--- src/rtl/uart_tx_pkg.sv ---
// Package: shared types and line-control field positions for the UART
// frame transmitter. Assumes a byte-wide line-control word.
package uart_tx_pkg;

    localparam int LC_WLEN_LO = 0;  // word length field, 2 bits
    localparam int LC_STOP    = 2;  // extended stop length
    localparam int LC_PAR_EN  = 3;  // parity insertion
    localparam int LC_PAR_SEL = 4;  // even / constant-zero select
    localparam int LC_PAR_FIX = 5;  // constant parity
    localparam int LC_BRK     = 6;  // live break override

    typedef enum logic [2:0] {
        PH_IDLE,
        PH_START,
        PH_DATA,
        PH_PAR,
        PH_STOP
    } tx_phase_e;

    // Frame format captured at character acceptance.
    typedef struct packed {
        logic [3:0] nbits;      // data bits, 5..8
        logic [2:0] stop_half;  // stop length in half-bit units: 2, 3 or 4
        logic       par_en;     // parity bit present
        logic       par_bit;    // value of the parity bit for this character
    } frame_cfg_t;

endpackage

--- src/rtl/uart_tx_ctl_decode.sv ---
// Module: turns the line-control format fields and the offered character
// into a frame descriptor, including the parity bit value.
// Assumes DATA_W >= 8 so every word length fits.
module uart_tx_ctl_decode
    import uart_tx_pkg::*;
#(
    parameter int DATA_W = 8
) (
    input  logic [5:0]        fmt,
    input  logic [DATA_W-1:0] data,
    output frame_cfg_t        cfg
);

    logic [3:0]        nbits;
    logic [DATA_W-1:0] kept;
    logic              ones_odd;

    // Word length: 5 plus the two-bit field.
    assign nbits = 4'd5 + {2'b00, fmt[LC_WLEN_LO+1:LC_WLEN_LO]};

    // Keep only the bits that fall inside the word length.
    for (genvar i = 0; i < DATA_W; i++) begin : g_keep
        assign kept[i] = data[i] & (nbits > 4'(i));
    end

    assign ones_odd = ^kept;

    // Assemble the descriptor: stop length and parity rule.
    always_comb begin
        cfg.nbits  = nbits;
        cfg.par_en = fmt[LC_PAR_EN];
        if (!fmt[LC_STOP]) begin
            cfg.stop_half = 3'd2;
        end else if (nbits == 4'd5) begin
            cfg.stop_half = 3'd3;
        end else begin
            cfg.stop_half = 3'd4;
        end
        if (fmt[LC_PAR_FIX]) begin
            cfg.par_bit = ~fmt[LC_PAR_SEL];
        end else if (fmt[LC_PAR_SEL]) begin
            cfg.par_bit = ones_odd;
        end else begin
            cfg.par_bit = ~ones_odd;
        end
    end

endmodule

--- src/rtl/uart_tx_bit_timer.sv ---
// Module: counts baud strobes inside the current bit and flags the strobe
// that ends it. Assumes limit >= 1 and restart only while not running.
module uart_tx_bit_timer #(
    parameter int TICKS_PER_BIT = 16,
    localparam int CW = $clog2(2*TICKS_PER_BIT+1)
) (
    input  logic          clk,
    input  logic          rst_n,
    input  logic          restart,
    input  logic          run,
    input  logic          tick,
    input  logic [CW-1:0] limit,
    output logic          bit_end
);

    logic [CW-1:0] cnt;

    // Last strobe of the current bit.
    assign bit_end = run && tick && (cnt == limit - 1'b1);

    // Strobe counter, cleared at frame start and at each bit boundary.
    always_ff @(posedge clk) begin
        if (!rst_n) begin
            cnt <= '0;
        end else if (restart) begin
            cnt <= '0;
        end else if (run && tick) begin
            cnt <= bit_end ? '0 : cnt + 1'b1;
        end
    end

endmodule

--- src/rtl/uart_tx_sequencer.sv ---
// Module: frame phase machine and data shifter. Captures character and
// descriptor on accept, steps one bit per bit_end, drives the unbroken
// line level. Assumes accept only in the idle phase.
module uart_tx_sequencer
    import uart_tx_pkg::*;
#(
    parameter int DATA_W        = 8,
    parameter int TICKS_PER_BIT = 16,
    localparam int CW   = $clog2(2*TICKS_PER_BIT+1),
    localparam int HALF = TICKS_PER_BIT / 2
) (
    input  logic              clk,
    input  logic              rst_n,
    input  logic              accept,
    input  logic [DATA_W-1:0] data_in,
    input  frame_cfg_t        cfg_in,
    input  logic              bit_end,
    output logic              line_bit,
    output logic              busy,
    output logic [CW-1:0]     limit
);

    tx_phase_e         phase;
    logic [DATA_W-1:0] shreg;
    logic [3:0]        idx;
    frame_cfg_t        cfg_q;

    // Length of the current bit in strobes.
    assign limit = (phase == PH_STOP) ? CW'(cfg_q.stop_half) * CW'(HALF)
                                      : CW'(TICKS_PER_BIT);

    assign busy = (phase != PH_IDLE);

    // Phase transitions, data shifting and capture.
    always_ff @(posedge clk) begin
        if (!rst_n) begin
            phase <= PH_IDLE;
            shreg <= '0;
            idx   <= '0;
            cfg_q <= '0;
        end else if (accept) begin
            phase <= PH_START;
            shreg <= data_in;
            idx   <= '0;
            cfg_q <= cfg_in;
        end else if (bit_end) begin
            unique case (phase)
                PH_START: begin
                    phase <= PH_DATA;
                    idx   <= '0;
                end
                PH_DATA: begin
                    shreg <= shreg >> 1;
                    if (idx == cfg_q.nbits - 4'd1) begin
                        phase <= cfg_q.par_en ? PH_PAR : PH_STOP;
                    end else begin
                        idx <= idx + 4'd1;
                    end
                end
                PH_PAR:  phase <= PH_STOP;
                PH_STOP: phase <= PH_IDLE;
                default: phase <= PH_IDLE;
            endcase
        end
    end

    // Line level for the current phase.
    always_comb begin
        unique case (phase)
            PH_START: line_bit = 1'b0;
            PH_DATA:  line_bit = shreg[0];
            PH_PAR:   line_bit = cfg_q.par_bit;
            default:  line_bit = 1'b1;
        endcase
    end

endmodule

--- src/rtl/uart_frame_tx.sv ---
// Module: top of the UART frame transmitter. Handshake, decode, timer and
// sequencer, with the live break override on the output line.
// Assumes baud_tick is a one-cycle strobe from an external divider.
module uart_frame_tx
    import uart_tx_pkg::*;
#(
    parameter int DATA_W        = 8,
    parameter int TICKS_PER_BIT = 16,
    localparam int CW = $clog2(2*TICKS_PER_BIT+1)
) (
    input  logic              clk,
    input  logic              rst_n,
    input  logic              baud_tick,
    input  logic              in_valid,
    input  logic [DATA_W-1:0] in_data,
    output logic              in_ready,
    input  logic [7:0]        line_ctl,
    output logic              tx,
    output logic              busy
);

    frame_cfg_t    cfg;
    logic          accept;
    logic          bit_end;
    logic          line_bit;
    logic [CW-1:0] limit;
    logic          ctl_unused;

    // Bit 7 carries no framing meaning here.
    assign ctl_unused = line_ctl[7];

    // Handshake: take a character only while idle.
    assign in_ready = ~busy;
    assign accept   = in_valid & in_ready;

    // Break forces the line low, independent of the sequencer.
    assign tx = line_ctl[LC_BRK] ? 1'b0 : line_bit;

    uart_tx_ctl_decode #(.DATA_W(DATA_W)) u_decode (
        .fmt  (line_ctl[5:0]),
        .data (in_data),
        .cfg  (cfg)
    );

    uart_tx_bit_timer #(.TICKS_PER_BIT(TICKS_PER_BIT)) u_timer (
        .clk     (clk),
        .rst_n   (rst_n),
        .restart (accept),
        .run     (busy),
        .tick    (baud_tick),
        .limit   (limit),
        .bit_end (bit_end)
    );

    uart_tx_sequencer #(
        .DATA_W        (DATA_W),
        .TICKS_PER_BIT (TICKS_PER_BIT)
    ) u_seq (
        .clk      (clk),
        .rst_n    (rst_n),
        .accept   (accept),
        .data_in  (in_data),
        .cfg_in   (cfg),
        .bit_end  (bit_end),
        .line_bit (line_bit),
        .busy     (busy),
        .limit    (limit)
    );

endmodule

--- config.mk ---
export PLATFORM = sky130hd
export DESIGN_NAME = uart_frame_tx
export DESIGN_NICKNAME = d
export VERILOG_FILES = /design/src/rtl/uart_tx_pkg.sv /design/src/rtl/uart_tx_ctl_decode.sv /design/src/rtl/uart_tx_bit_timer.sv /design/src/rtl/uart_tx_sequencer.sv /design/src/rtl/uart_frame_tx.sv
export SDC_FILE = /design/constraint.sdc
export NUM_CORES = 1
export LEC_CHECK = 0
export BUFFER_PORTS_ARGS = -buffer_cell sky130_fd_sc_hd__buf_4
export CAP_MARGIN = 15
export CORE_ASPECT_RATIO = 0.9
export CORE_MARGIN = 2
export CORE_UTILIZATION = 35
export DETAILED_ROUTE_END_ITERATION = 8
export GPL_TIMING_DRIVEN = 1
export PLACE_DENSITY = 0.57
export SKIP_CTS_REPAIR_TIMING = 1
export SYNTH_ARGS = -nofsm -noshare
export SYNTH_HDL_FRONTEND = slang
export SYNTH_SLANG_ARGS = --single-unit
--- constraint.sdc ---
create_clock -name clk -period 2.9 [get_ports clk]
set_input_delay 0.435 -clock clk [delete_from_list [all_inputs] [get_ports clk]]
set_output_delay 0.435 -clock clk [all_outputs]
set_load 0.01 [all_outputs]
==> impl_table.tex <==
\begin{tabular}{lr}
\hline
Metric & Value \\
\hline
\multicolumn{2}{l}{\textbf{Run status}} \\
Run status & completed \\
\multicolumn{2}{l}{\textbf{Critical path}} \\
Worst Setup SP & u\_seq.phase[0] \\
Kind of start point of the critical path & flip-flop \\
Cell with the largest stage delay on the worst path & sky130\_fd\_sc\_hd\_\_or4\_1 \\
Worst reg2reg path startpoint & u\_seq.phase[0] \\
Reg-to-Reg End & u\_seq.idx[2] \\
Register-to-register setup slack & 0.35 ns \\
Cells along the critical path & and4bb\_1 -> inv\_1 -> ha\_1 -> xor2\_1 -> xnor2\_2 -> nand4\_4 -> a211o\_4 -> or4\_1 -> a21oi\_1 \\
Critical Path Fanout Max & 10 \\
Signal arrival time at the worst endpoint & 2.76 ns \\
Largest stage delay on the critical path & 0.40 ns \\
CP endpoint kind & flip-flop \\
Required time reported for the critical path endpoint & 3.11 ns \\
Count of cells along the worst register-to-register path & 9 \\
Classification of the worst setup path & flip-flop to flip-flop \\
\multicolumn{2}{l}{\textbf{Cells and area}} \\
Final Util & 42.6\% \\
Post-route cell area & 2040 um\^{}2 \\
Area grow syn2layout & 18.1\% \\
Number of nets at the end of the flow & 253 \\
Antenna diode count & 0 \\
Filler cell count & 512 \\
Ratio of cells with drive above 1 in the final layout & 18.1\% \\
\multicolumn{2}{l}{\textbf{Global routing}} \\
Vias in the first global route & 1287 \\
Grt total ovfl & 0 \\
Antenna violations before repair & 0 \\
GR Util All Layers & 13.6\% \\
Met3 global-route usage & 4.21\% \\
Most Used Layer, Global Route & met2 \\
Wire length of the first global-routing pass & 5.84 mm \\
Pin count of the biggest net entering global routing & 27 \\
Fraction of met1 tracks used by global routing & 18.7\% \\
GR Util met2 & 19.5\% \\
\multicolumn{2}{l}{\textbf{Synth}} \\
Avg Inst Size Synth & 8.53 um\^{}2 \\
Number of distinct library cells after synthesis & 40 \\
Syn\_nets & 231 \\
YS warnings & 0 \\
Post-synth top area share & 34.7\% \\
Count of mapped cells out of synthesis & 203 \\
Mapped Area & 1730 um\^{}2 \\
Register bit total from synthesis & 30 \\
Post-synth top area cell & sky130\_fd\_sc\_hd\_\_dfxtp\_1 \\
Post-synthesis sequential area ratio & 34.7\% \\
Leading post-synthesis cells by cell area & sky130\_fd\_sc\_hd\_\_dfxtp\_1, sky130\_fd\_sc\_hd\_\_ha\_1, sky130\_fd\_sc\_hd\_\_a21oi\_1 \\
\multicolumn{2}{l}{\textbf{Clocking}} \\
Number of H-tree branching levels & 2 \\
Clock-pin slew on the worst setup and hold paths & 0.06 ns \\
CTS tree & built \\
Maximum count of clock buffers along a single path & 2 \\
Clock latency reported for the late side of the worst-skew pair & 0.28 ns \\
Clock tree root driver cell & sky130\_fd\_sc\_hd\_\_clkbuf\_8 \\
Number of clock sinks & 30 \\
Number of clock buffers inserted by TritonCTS & 5 \\
\multicolumn{2}{l}{\textbf{Placement}} \\
Weighted congestion reported at the end of routability-driven placement & 0.749 \\
IO buf count & 21 \\
HPWL reported at the end of detailed placement & 2.61 mm \\
Pre-CTS setup slack & 0.379 ns \\
Cell area after placement & 1950 um\^{}2 \\
\multicolumn{2}{l}{\textbf{Die}} \\
Initial cell density of the core & 36.0\% \\
Die extent in x & 78.1 um \\
\# rows & 24 \\
Height of the die & 70.7 um \\
Area enclosed by the die boundary & 5530 um\^{}2 \\
Area of the core & 4800 um\^{}2 \\
Number of I/O pins & 23 \\
\multicolumn{2}{l}{\textbf{Timing}} \\
Share of the clock period used by the worst path & 87.8\% \\
Max Transition Viols Final & 0 \\
Number of hold violations in the final report & 0 \\
Worst setup skew after layout & 0.00518 ns \\
Final setup violation count & 0 \\
Setup TNS & 0 ns \\
Setup repair after global routing missed its margin & no \\
Transition at the pin with the smallest max-transition slack & 0.468 ns \\
Setup WS post-layout & 0.354 ns \\
Minimum clock period after layout & 2.55 ns \\
Hold WS & 0.420 ns \\
Achievable frequency & 393 MHz \\
Worst relative slew slack & 68.8\% \\
\multicolumn{2}{l}{\textbf{Power}} \\
Internal power component & 0.691 mW \\
Peak ir drop on the vdd network & 0.000172 V \\
Part of the power in the clock network & 37.0\% \\
Share of power burned in combinational logic & 15.0\% \\
Register share of total power & 48.0\% \\
Total net switching power & 0.240 mW \\
Pwr dens & 455 nW/um\^{}2 \\
Net Sw Frac & 25.8\% \\
Leakage power summed over all cells & 0.875 nW \\
\multicolumn{2}{l}{\textbf{Detailed routing}} \\
Iteration-0 DRC Markers & 47 \\
Total vias in the final route & 1402 \\
Total detailed-routing wirelength & 3.51 mm \\
Post-DRT Antenna Nets & 0 \\
Via/cell ratio & 4.82 \\
Drt drc & 0 \\
Average routed wire per standard cell & 12.1 um \\
Initial DRT Pass Iterations & 4 \\
\multicolumn{2}{l}{\textbf{Hold path}} \\
Hold endpoint & u\_seq.cfg\_q[1] \\
Hold/Removal Path Class & input port to flip-flop \\
Number of cells traversed by the worst hold path & 3 \\
Worst min-delay path startpoint & line\_ctl[3] \\
\multicolumn{2}{l}{\textbf{Run}} \\
Max-cap viol count & 0 \\
\hline
\end{tabular}
critical path, delay by kind of cell (launching register included):
family          cells  cell delay [ns]
simple gates        3             0.97
flops               1             0.37
xor+xnor            2             0.38
buf+inv             1             0.06
compound gates      2             0.49
fa+ha+maj           1             0.20
layout make-up:
type                            count  area, um^2  share of cell area [%]
Clock inverter                      1        5.00                   0.245
Inverter                            8        30.0                    1.47
Multi-Input combinational cell    156        1060                    51.9
Timing Repair Buffer               24         180                    8.81
Tap cell                           65        81.3                    3.98
Sequential cell                    30         601                    29.4
Clock buffer                        7        86.3                    4.22
worst max-delay path by stage:
stage | cells past startpoint | slack, ns | endpoint
2_1_floorplan | 9 | 0.56 | u_seq.idx[2]
3_3_place_gp | 9 | 0.39 | u_seq.idx[2]
3_5_place_dp | 9 | 0.38 | u_seq.idx[3]
4_1_cts | 9 | 0.33 | u_seq.idx[3]
5_1_grt | 9 | 0.12 | u_seq.idx[2]
6_report | 9 | 0.35 | u_seq.idx[2]
cell families after synthesis:
logic type,after synthesis,share of synthesized area [%]
xor+xnor,17,11.1
compound gates,44,15.5
flops,30,34.7
mux,9,5.20
simple gates,78,23.8
fa+ha+maj,8,5.78
buf+inv,17,4.05
sequential cells by signal (all words and copies together), names as in the netlist:
register     count
u_seq.cfg_q      9
u_seq.idx        4
u_seq.phase      3
u_seq.shreg      8
u_timer.cnt      6
layout by cell type (no fill, tap or decap), types with 2 or more instances in the layout:
master and n:
sky130_fd_sc_hd__nor3_1 2, sky130_fd_sc_hd__nor2b_1 2, sky130_fd_sc_hd__buf_4 24, sky130_fd_sc_hd__and2_1 2
sky130_fd_sc_hd__o21ai_0 13, sky130_fd_sc_hd__a21boi_0 6, sky130_fd_sc_hd__nand4_1 3, sky130_fd_sc_hd__or2_2 2
sky130_fd_sc_hd__or4_1 3, sky130_fd_sc_hd__nand3_1 13, sky130_fd_sc_hd__xnor2_1 5, sky130_fd_sc_hd__or3_1 2
sky130_fd_sc_hd__a21oi_1 19, sky130_fd_sc_hd__ha_1 8, sky130_fd_sc_hd__nor2_1 16, sky130_fd_sc_hd__nand4b_1 2
sky130_fd_sc_hd__inv_1 7, sky130_fd_sc_hd__nor3b_1 2, sky130_fd_sc_hd__xnor3_1 2, sky130_fd_sc_hd__xor2_1 8
sky130_fd_sc_hd__nand2_1 23, sky130_fd_sc_hd__mux2i_1 9, sky130_fd_sc_hd__dfxtp_1 30, sky130_fd_sc_hd__clkbuf_8 6
per-stage QoR:
stage / power [mW] / cells
after CTS: 0.944 / 291
final: 0.931 / 291
after floorplan: 0.547 / 203
after global placement: 0.595 / 283
after global routing: 0.974 / 291
after detailed placement: 0.597 / 283
synth_stat cells:
library cell                n
sky130_fd_sc_hd__nor3b_1    2
sky130_fd_sc_hd__or4_1      3
sky130_fd_sc_hd__a21boi_0   6
sky130_fd_sc_hd__or2_2      2
sky130_fd_sc_hd__inv_2      1
sky130_fd_sc_hd__and2_1     2
sky130_fd_sc_hd__buf_2      2
sky130_fd_sc_hd__a21oi_1   19
sky130_fd_sc_hd__mux2i_1    9
sky130_fd_sc_hd__and4bb_1   1
sky130_fd_sc_hd__xnor3_1    2
sky130_fd_sc_hd__inv_1      7
sky130_fd_sc_hd__clkbuf_1   6
sky130_fd_sc_hd__a211o_4    1
sky130_fd_sc_hd__nand3_1   13
sky130_fd_sc_hd__nor4_1     1
sky130_fd_sc_hd__nor3_1     2
sky130_fd_sc_hd__o211a_1    1
sky130_fd_sc_hd__xnor2_1    5
sky130_fd_sc_hd__nand4_4    1
sky130_fd_sc_hd__nor2b_1    2
sky130_fd_sc_hd__dfxtp_1   30
sky130_fd_sc_hd__o31ai_1    1
sky130_fd_sc_hd__nor2_1    16
sky130_fd_sc_hd__xnor2_2    1
sky130_fd_sc_hd__xor2_2     1
sky130_fd_sc_hd__nand2_1   23
sky130_fd_sc_hd__xor2_1     8
sky130_fd_sc_hd__a41o_1     1
sky130_fd_sc_hd__nand4_1    3
sky130_fd_sc_hd__buf_4      1
sky130_fd_sc_hd__or2b_1     1
sky130_fd_sc_hd__o21bai_1   1
sky130_fd_sc_hd__a21bo_2    1
sky130_fd_sc_hd__and4bb_2   1
sky130_fd_sc_hd__nand4b_1   2
sky130_fd_sc_hd__nor2_2     1
sky130_fd_sc_hd__ha_1       8
sky130_fd_sc_hd__o21ai_0   13
sky130_fd_sc_hd__or3_1      2
layer usage:
layer	wire (um)	vias to the layer above
met5	0	-
met1	1830	634
met3	85	7
met4	73	0
met2	1520	12
li1	-	749
power by group through the flow:
stage                     clock network, mW  logic (mW)  registers (mW)
after floorplan                           0      0.0960           0.451
after global placement                    0       0.139           0.455
after detailed placement                  0       0.142           0.456
after CTS                             0.356       0.142           0.447
after global routing                  0.367       0.157           0.449
final                                 0.344       0.140           0.447
(Power assumes the default switching activity.)
